===== src/rtl/exc_pkg.sv =====
package exc_pkg;

  localparam int unsigned OFS_W         = 16;
  localparam logic [OFS_W-1:0] SYNC_BASE = 16'h0500;
  localparam logic [OFS_W-1:0] IRQ_BASE  = 16'h0900;
  localparam logic [OFS_W-1:0] OFS_STEP  = 16'h0100;

  // Offset of synchronous condition idx; idx 2 lands on the program vector 0x700.
  function automatic logic [OFS_W-1:0] sync_vec_ofs(input int unsigned idx);
    return SYNC_BASE + OFS_STEP * OFS_W'(idx);
  endfunction

  // Offset of asynchronous interrupt idx.
  function automatic logic [OFS_W-1:0] irq_vec_ofs(input int unsigned idx);
    return IRQ_BASE + OFS_STEP * OFS_W'(idx);
  endfunction

endpackage


===== src/rtl/exc_first_set.sv =====
module exc_first_set #(
  parameter int unsigned N  = 4,
  parameter int unsigned IW = (N > 1) ? $clog2(N) : 1
) (
  input  logic [N-1:0]  req_i,
  output logic          any_o,
  output logic [IW-1:0] idx_o,
  output logic [N-1:0]  onehot_o
);
  // seen[i] is high when some bit below index i is set
  logic [N:0] seen;
  assign seen[0] = 1'b0;

  for (genvar i = 0; i < N; i++) begin : g_pick
    assign onehot_o[i] = req_i[i] & ~seen[i];
    assign seen[i+1]   = seen[i] | req_i[i];
  end

  assign any_o = seen[N];

  always_comb begin
    idx_o = '0;
    for (int i = 0; i < N; i++) begin
      if (onehot_o[i]) idx_o = IW'(i);
    end
  end
endmodule


===== src/rtl/exc_irq_latch.sv =====
module exc_irq_latch #(
  parameter int unsigned N = 2
) (
  input  logic         clk_i,
  input  logic         rst_ni,
  input  logic [N-1:0] req_i,
  input  logic [N-1:0] clr_i,
  output logic [N-1:0] pend_o
);
  always_ff @(posedge clk_i) begin
    if (!rst_ni) pend_o <= '0;
    else         pend_o <= (pend_o & ~clr_i) | req_i;
  end
endmodule


===== src/rtl/exc_save_regs.sv =====
module exc_save_regs #(
  parameter int unsigned AW = 32,
  parameter int unsigned MW = 32
) (
  input  logic          clk_i,
  input  logic          rst_ni,
  input  logic          take_i,
  input  logic          ret_i,
  input  logic [AW-1:0] srr0_d_i,
  input  logic [MW-1:0] srr1_d_i,
  input  logic [AW-1:0] vec_d_i,
  output logic          take_o,
  output logic [AW-1:0] srr0_o,
  output logic [MW-1:0] srr1_o,
  output logic [AW-1:0] vec_o,
  output logic          sup_o
);
  always_ff @(posedge clk_i) begin
    if (!rst_ni) begin
      take_o <= 1'b0;
      srr0_o <= '0;
      srr1_o <= '0;
      vec_o  <= '0;
      sup_o  <= 1'b0;
    end else begin
      take_o <= take_i;
      if (take_i) begin
        srr0_o <= srr0_d_i;
        srr1_o <= srr1_d_i;
        vec_o  <= vec_d_i;
        sup_o  <= 1'b1;
      end else if (ret_i) begin
        sup_o  <= 1'b0;
      end
    end
  end
endmodule


===== src/rtl/exc_sequencer.sv =====
module exc_sequencer #(
  parameter int unsigned AW       = 32,
  parameter int unsigned MW       = 32,
  parameter int unsigned NSYNC    = 4,
  parameter int unsigned NIRQ     = 2,
  parameter logic [AW-1:0] VEC_BASE = '0
) (
  input  logic             clk_i,
  input  logic             rst_ni,
  input  logic             cmp_valid_i,
  input  logic [AW-1:0]    cmp_pc_i,
  input  logic [NSYNC-1:0] cmp_exc_i,
  input  logic [NSYNC-1:0] exc_en_i,
  input  logic [NIRQ-1:0]  irq_req_i,
  input  logic [NIRQ-1:0]  irq_en_i,
  input  logic             exec_empty_i,
  input  logic [AW-1:0]    resume_pc_i,
  input  logic [MW-1:0]    msr_i,
  input  logic             rfi_i,
  output logic             take_o,
  output logic [AW-1:0]    vec_pc_o,
  output logic [AW-1:0]    srr0_o,
  output logic [MW-1:0]    srr1_o,
  output logic             sup_mode_o
);
  import exc_pkg::*;

  localparam int unsigned SIW = (NSYNC > 1) ? $clog2(NSYNC) : 1;
  localparam int unsigned AIW = (NIRQ > 1) ? $clog2(NIRQ) : 1;

  // Named internal events, also used by the bound checker
  logic             sync_any, irq_any;
  logic [SIW-1:0]   sync_idx;
  logic [AIW-1:0]   irq_idx;
  logic [NSYNC-1:0] sync_onehot;
  logic [NIRQ-1:0]  irq_onehot, irq_pend, irq_clr;
  logic             sync_take, irq_take, take_now;
  logic [AW-1:0]    srr0_d, vec_d;

  exc_first_set #(.N(NSYNC), .IW(SIW)) u_sync_pick (
    .req_i    (cmp_exc_i & exc_en_i),
    .any_o    (sync_any),
    .idx_o    (sync_idx),
    .onehot_o (sync_onehot)
  );

  exc_irq_latch #(.N(NIRQ)) u_irq_latch (
    .clk_i  (clk_i),
    .rst_ni (rst_ni),
    .req_i  (irq_req_i),
    .clr_i  (irq_clr),
    .pend_o (irq_pend)
  );

  exc_first_set #(.N(NIRQ), .IW(AIW)) u_irq_pick (
    .req_i    (irq_pend & irq_en_i),
    .any_o    (irq_any),
    .idx_o    (irq_idx),
    .onehot_o (irq_onehot)
  );

  // Nothing is taken during the flush cycle (take_o high).
  assign sync_take = cmp_valid_i & sync_any & ~take_o;
  assign irq_take  = irq_any & exec_empty_i & ~cmp_valid_i & ~take_o;
  assign take_now  = sync_take | irq_take;
  assign irq_clr   = irq_take ? irq_onehot : '0;

  assign srr0_d = sync_take ? cmp_pc_i : resume_pc_i;
  assign vec_d  = VEC_BASE + (sync_take ? AW'(sync_vec_ofs(32'(sync_idx)))
                                        : AW'(irq_vec_ofs(32'(irq_idx))));

  exc_save_regs #(.AW(AW), .MW(MW)) u_save (
    .clk_i    (clk_i),
    .rst_ni   (rst_ni),
    .take_i   (take_now),
    .ret_i    (rfi_i),
    .srr0_d_i (srr0_d),
    .srr1_d_i (msr_i),
    .vec_d_i  (vec_d),
    .take_o   (take_o),
    .srr0_o   (srr0_o),
    .srr1_o   (srr1_o),
    .vec_o    (vec_pc_o),
    .sup_o    (sup_mode_o)
  );
endmodule


===== config.mk =====
export PLATFORM = sky130hd
export DESIGN_NAME = exc_sequencer
export DESIGN_NICKNAME = d
export VERILOG_FILES = /design/src/rtl/exc_pkg.sv /design/src/rtl/exc_first_set.sv /design/src/rtl/exc_irq_latch.sv /design/src/rtl/exc_save_regs.sv /design/src/rtl/exc_sequencer.sv
export SDC_FILE = /design/constraint.sdc
export NUM_CORES = 1
export LEC_CHECK = 0
export BUFFER_PORTS_ARGS = -buffer_cell sky130_fd_sc_hd__buf_2
export CAP_MARGIN = 25
export CORE_ASPECT_RATIO = 0.6
export CORE_UTILIZATION = 50
export DETAILED_ROUTE_END_ITERATION = 7
export PLACE_DENSITY = 0.83
export SETUP_SLACK_MARGIN = 0.02
export SLEW_MARGIN = 20
export SYNTH_ARGS = -nofsm -noshare
export SYNTH_HDL_FRONTEND = slang
export SYNTH_HIERARCHICAL = 1
export SYNTH_SLANG_ARGS = --single-unit

===== constraint.sdc =====
create_clock -name clk_i -period 5.3 [get_ports clk_i]
set_clock_uncertainty 0.15 [all_clocks]
set_input_delay 0.265 -clock clk_i [delete_from_list [all_inputs] [get_ports clk_i]]
set_output_delay 0.265 -clock clk_i [all_outputs]
set_load 0.02 [all_outputs]

==> impl_metrics.py, run 1 <==
metrics = {
    "routing": {
        "drt.antenna.violating_nets": 0,
        "post_drt_wl_per_cell_um": 13.3,
        "detailedRoute.firstIterationViolations": 99,
        "num_vias": 3374,
        "routed_wl_um": 9730,
        "drc": 0,
        "post_detailed_route_via_to_cell_ratio": 4.62,
        "detailedRoute.firstPassIterationCount": 4,
    },
    "timing": {
        "fin_crit_ns": 2.37,
        "maxSlewHeadroom_pct": 32.5,
        "rsz0062_at_grt": "false",
        "setup-tns-final_ns": 0,
        "timing.final.max_slew_violations": 0,
        "setup_viol": 0,
        "timing_worst_slew_pin_value_ns": 1.01,
        "finalCritPeriodShare_pct": 44.7,
        "final-hold-violation-count": 0,
        "max_clock_freq_ghz": 0.422,
    },
    "logic_synthesis": {
        "syn_inst": 386,
        "synthesized_area_divided_by_synthesized_cell_count_um2": 11.6,
        "synth.yosys.warnings": 6,
        "synth.cell_area_um2": 4490,
    },
    "worst_setup_path": {
        "cp_data_required_time_ns": 5.37,
        "timing.rr.start": "u_irq_latch/pend_o[0]",
        "setup.worst_path.start_class": "register",
        "timing.rr.end": "u_save/srr1_o[25]",
        "cp-end-kind": "register",
        "critical_path.max_fanout": 61,
        "cp.arrival_ns": 2.44,
        "setup.reg_to_reg.worst_slack_ns": 2.93,
        "worst_r2r_path_depth": 7,
        "crit_type": "reg -> reg",
    },
    "clock_network": {
        "cts_setup_buffers": 0,
        "clock_tree.buffer_depth": 2,
        "worst_setup_hold_path_clk_slew_ns": 0.07,
        "clock_tree_from_tritoncts": "yes",
        "clk_latency_ns": 0.33,
        "cts.sink_count": 100,
        "h-tree-depth": 3,
        "cts_root_buffer": "sky130_fd_sc_hd__clkbuf_16",
        "cts-buffers-inserted": 9,
    },
    "die": {
        "die_w_um": 124,
        "design.core.area_um2": 8620,
        "die-height_um": 75.4,
        "fp-row-count": 26,
        "io_pins": 211,
        "initial_core_util_pct": 52.1,
        "die_area_um2": 9380,
    },
    "power": {
        "worst_voltage_drop_across_the_vdd_grid_mv": 0.268,
        "cell_internal_pwr_uw": 1460,
        "seqPwrFrac_pct": 42.6,
        "power_switching_share_pct": 26.4,
        "power.share.clock_pct": 35.9,
        "power_leakage_uw": 0.00297,
        "power.density_cell_area_nw_per_um2": 332,
        "gate_power_share_pct": 21.5,
        "fin_total_pwr_uw": 1980,
        "total_switching_power_uw": 522,
    },
    "worst_hold_path": {
        "min-delay-start": "msr_i[28]",
        "hold_class": "in -> reg",
        "worstHoldEndpoint": "u_save/srr1_o[28]",
        "whs_path_depth": 3,
    },
    "cells_and_area": {
        "layout.core_utilization_pct": 69.1,
        "layout.nets": 727,
        "flow.area_growth_from_synthesis_pct": 32.7,
        "n_antenna_cell": 0,
        "fillerInstances": 674,
        "layout-drive-gt1-share_pct": 43.4,
    },
    "outcome": {
        "status": "finished, final reports clean",
    },
    "flow_run": {
        "timing.max_cap.violations": 0,
    },
    "global_route": {
        "grt_pass1_wl_um": 14900,
        "track_usage_pct": 20.0,
        "grt_pass1_vias": 3081,
        "antenna_found_initial": 0,
        "grt_max_degree": 101,
        "grt_remaining_overflow": 0,
    },
    "place": {
        "port_buffers": 210,
        "detailedPlacementHpwl_um": 7010,
        "global_placer_s_final_weighted_congestion": 0.718,
    },
}
[stage by stage]
stage	cell area [um2]	std cells	hold slack (ns)	setup slack, ns
after floorplan	4590	413	0.232	3.55
after global placement	5600	712	0.325	3.00
after detailed placement	5600	712	0.333	2.90
after CTS	5960	730	0.0198	2.94
after global routing	5960	730	0.0385	2.79
final	5960	730	0.0369	2.93
[worst max-delay path: stages (launching register included)]
cell                       delay (ns)
sky130_fd_sc_hd__dfxtp_1         0.33
sky130_fd_sc_hd__and2_1          0.15
sky130_fd_sc_hd__or2_1           0.12
sky130_fd_sc_hd__nand3b_1        0.13
sky130_fd_sc_hd__a21oi_4         0.17
sky130_fd_sc_hd__buf_4           0.76
sky130_fd_sc_hd__mux2i_1         0.30
sky130_fd_sc_hd__nor2b_1         0.07
[sequential cells by signal (all words and copies together), names as in the netlist]
name	cells
u_irq_latch/pend_o	2
u_save/srr0_o	32
u_save/srr1_o	32
u_save/sup_o	1
u_save/take_o	1
u_save/vec_o	32
[layout make-up]
type	instances	area [um2]	share of cell area, %
Multi-Input combinational cell	285	2380	39.9
Sequential cell	100	2000	33.6
Timing Repair Buffer	216	1100	18.5
Clock buffer	11	253	4.24
Tap cell	112	140	2.35
Clock inverter	5	83.8	1.41
Inverter	1	3.75	0.0630
[layer usage]
layer	GRT usage, %	vias up	wire [um]
met3	8.01	7	734
met2	35.2	117	4790
met1	22.8	1535	4110
met5	0	-	0
met4	6.43	0	97
li1	-	1715	-
[what timing repair did]
item / CTS / global route
hold buffers: 2 / 0
resized for setup: 0 / 0
hold endpoints to repair: 2 / 0
[worst max-delay path by stage]
stage	from	end	slack, ns	cells after the start
finish	u_irq_latch/pend_o[0]	u_save/srr1_o[25]	2.93	7
global route	u_irq_latch/pend_o[0]	u_save/vec_o[23]	2.79	7
CTS	u_irq_latch/pend_o[0]	u_save/vec_o[23]	2.94	7
detailed placement	cmp_exc_i[3]	u_save/srr0_o[31]	2.90	9
global placement	cmp_exc_i[3]	u_save/srr1_o[25]	3.00	9
floorplan	cmp_exc_i[3]	u_save/srr0_o[18]	3.55	9
[power by group through the flow]
stage                     logic [uW]  registers [uW]  clock network, uW
final                            425             843                710
after detailed placement         426             859                  0
after floorplan                  238             929                  0
after global routing             457             849                766
after CTS                        428             843                735
after global placement           413             856                  0
[cell usage in the layout, fill, tap and decap left out, types with 4 or more instances in the layout]
| master | n |
|---|---|
| sky130_fd_sc_hd__buf_4 | 4 |
| sky130_fd_sc_hd__nor2b_1 | 98 |
| sky130_fd_sc_hd__buf_2 | 210 |
| sky130_fd_sc_hd__mux2i_1 | 97 |
| sky130_fd_sc_hd__clkbuf_16 | 9 |
| sky130_fd_sc_hd__mux2_2 | 6 |
| sky130_fd_sc_hd__mux2_4 | 27 |
| sky130_fd_sc_hd__and2_1 | 7 |
| sky130_fd_sc_hd__dfxtp_1 | 100 |
| sky130_fd_sc_hd__conb_1 | 28 |
(Power assumes the default switching activity.)
==> run 2: changes to the inputs <==
Settings changed: CORE_UTILIZATION 50 to 47, PLACE_DENSITY 0.83 to 0.79.
Clock period 5.3 ns to 2.35 ns, I/O delays scaled along.
==> impl_metrics.py, run 2 (synthesis gave the netlist of run 1 again) <==
metrics = {
    "outcome": {
        "status": "finished, final reports clean",
    },
    "worst_setup_path": {
        "cp_slowest_stage_delay_ns": 0.42,
        "crit_type": "reg -> reg",
        "critical_path.max_fanout": 30,
        "cp.buffers_inverters": 1,
        "setup.worst_path.start_class": "register",
        "cp_cell_sequence": "and2_1 > or2_1 > nand3b_1 > a21oi_4 > buf_12 > mux2i_1 > nor2b_1",
        "crit_family": "simple AND/OR/NAND/NOR gates",
        "cp-end-kind": "register",
        "cp_data_required_time_ns": 2.42,
        "timing.critical_path.slowest_stage_cell": "sky130_fd_sc_hd__a21oi_4",
        "cp.arrival_ns": 2.16,
    },
    "clock_network": {
        "h-tree-depth": 3,
        "post_cts_resized": 0,
        "clock_tree_from_tritoncts": "yes",
        "clk_latency_ns": 0.33,
        "cts.sink_count": 100,
        "clock_tree.buffer_depth": 2,
        "cts-buffers-inserted": 9,
        "cts_root_buffer": "sky130_fd_sc_hd__clkbuf_16",
        "worst_setup_hold_path_clk_slew_ns": 0.07,
    },
    "cells_and_area": {
        "fillerInstances": 690,
        "most_common_cell_after_layout_fill_and_taps_aside": "sky130_fd_sc_hd__buf_2",
        "layout-drive-gt1-share_pct": 41.3,
        "layout.core_utilization_pct": 69.5,
        "reg_top3": "u_save/srr0_o: 32 flops, u_save/srr1_o: 32 flops, u_save/vec_o: 32 flops",
        "layout.nets": 763,
        "n_antenna_cell": 0,
        "seq_area_um2": 2000,
        "layout_common_cells": "sky130_fd_sc_hd__buf_2 (210), sky130_fd_sc_hd__dfxtp_1 (100), sky130_fd_sc_hd__nor2b_1 (98)",
        "flow.area_growth_from_synthesis_pct": 42.7,
        "multi_input_comb_area_um2": 2380,
    },
    "die": {
        "die-height_um": 77.7,
        "io_pins": 211,
        "die_w_um": 128,
        "fp-row-count": 27,
        "initial_core_util_pct": 48.7,
        "die_area_um2": 9960,
        "design.core.area_um2": 9220,
    },
    "global_route": {
        "use_met2_pct": 40.0,
        "grt_util_met1_pct": 24.7,
        "antenna_found_initial": 0,
        "grt_pass1_wl_um": 17300,
        "grt.busiest_layer": "met2",
        "grt.met3_usage_pct": 6.83,
        "track_usage_pct": 22.3,
        "grt_pass1_vias": 3630,
        "grt_remaining_overflow": 0,
        "grt_max_degree": 40,
    },
    "routing": {
        "detailedRoute.firstPassIterationCount": 4,
        "routed_wl_um": 11300,
        "num_vias": 3622,
        "drt.antenna.violating_nets": 0,
        "drc": 0,
        "post_detailed_route_via_to_cell_ratio": 4.62,
        "post_drt_wl_per_cell_um": 14.4,
        "detailedRoute.firstIterationViolations": 107,
    },
    "timing": {
        "finalCritPeriodShare_pct": 88.7,
        "final-hold-violation-count": 0,
        "maxSlewHeadroom_pct": 65.3,
        "timing_worst_slew_pin_value_ns": 0.513,
        "timing.final.max_slew_violations": 0,
        "setup_viol": 0,
        "setup-tns-final_ns": 0,
        "rsz0062_at_grt": "false",
        "max_clock_freq_ghz": 0.480,
        "fin_crit_ns": 2.08,
    },
    "place": {
        "port_buffers": 210,
        "global_placer_s_final_weighted_congestion": 0.724,
        "detailedPlacementHpwl_um": 7390,
    },
    "worst_hold_path": {
        "hold_class": "in -> reg",
    },
    "power": {
        "power.density_cell_area_nw_per_um2": 727,
        "worst_voltage_drop_across_the_vdd_grid_mv": 0.419,
        "fin_total_pwr_uw": 4660,
        "power_leakage_uw": 0.00316,
    },
    "flow_run": {
        "timing.max_cap.violations": 0,
    },
}
-- run 2: tightest hold or removal path, cell delays in order --
cell	delay, ns
sky130_fd_sc_hd__buf_2	0.07
sky130_fd_sc_hd__mux2_2	0.13
sky130_fd_sc_hd__mux2i_1	0.06
sky130_fd_sc_hd__nor2b_1	0.09
-- run 2: final timing paths --
| kind | depth (start not counted) | end | startpoint | slack (ns) |
|---|---|---|---|---|
| worst max-delay path | 7 | u_save/srr1_o[29] | u_irq_latch/pend_o[0] | 0.27 |
| worst min register to register | 2 | u_save/srr0_o[5] | u_save/srr0_o[5] | 0.36 |
| worst max register to register | 7 | u_save/srr1_o[29] | u_irq_latch/pend_o[0] | 0.27 |
| worst min-delay path | 4 | u_save/srr0_o[28] | cmp_pc_i[28] | 0.02 |
-- run 2: power by group --
part | internal, uW | leakage (uW) | switching (uW) | total (uW)
combinational | 516 | 0.00217 | 530 | 1050
clock | 1080 | 0.000170 | 634 | 1710
sequential | 1830 | 0.000822 | 71.7 | 1900
total | 3420 | 0.00316 | 1240 | 4660
-- run 2: final cells by class --
type | instances | share of cell area (%)
tap | 130 | 2.54
multi-input combinational | 285 | 37.1
timing repair buffer | 252 | 23.7
clock inverter | 5 | 1.68
clock buffer | 11 | 3.79
sequential | 100 | 31.2
inverter | 1 | 0.0585
-- run 2: routing by layer --
metal / wire length [um] / vias to the layer above / share of wire [%]
met5: 0 / - / 0
met4: 189 / 0 / 1.7
met3: 723 / 19 / 6.4
met2: 5630 / 143 / 50
met1: 4710 / 1668 / 42
li1: - / 1792 / -
-- run 2: metrics by stage --
| step | cells | setup WS, ns | area [um2] | hold WS, ns |
|---|---|---|---|---|
| after floorplan | 413 | 0.639 | 4590 | 0.0850 |
| after global placement | 733 | 0.393 | 5710 | 0.179 |
| after detailed placement | 733 | 0.286 | 5710 | 0.183 |
| after CTS | 784 | 0.241 | 6410 | 0.00568 |
| after global routing | 784 | 0.145 | 6410 | 0.0135 |
| final | 784 | 0.265 | 6410 | 0.0197 |
-- run 2: repair_timing --
item                                   4_1_cts  5_1_grt
hold buffers                                35        0
setup endpoints to repair                    0        0
setup buffers                                0        0
endpoints found under the hold margin       35        0
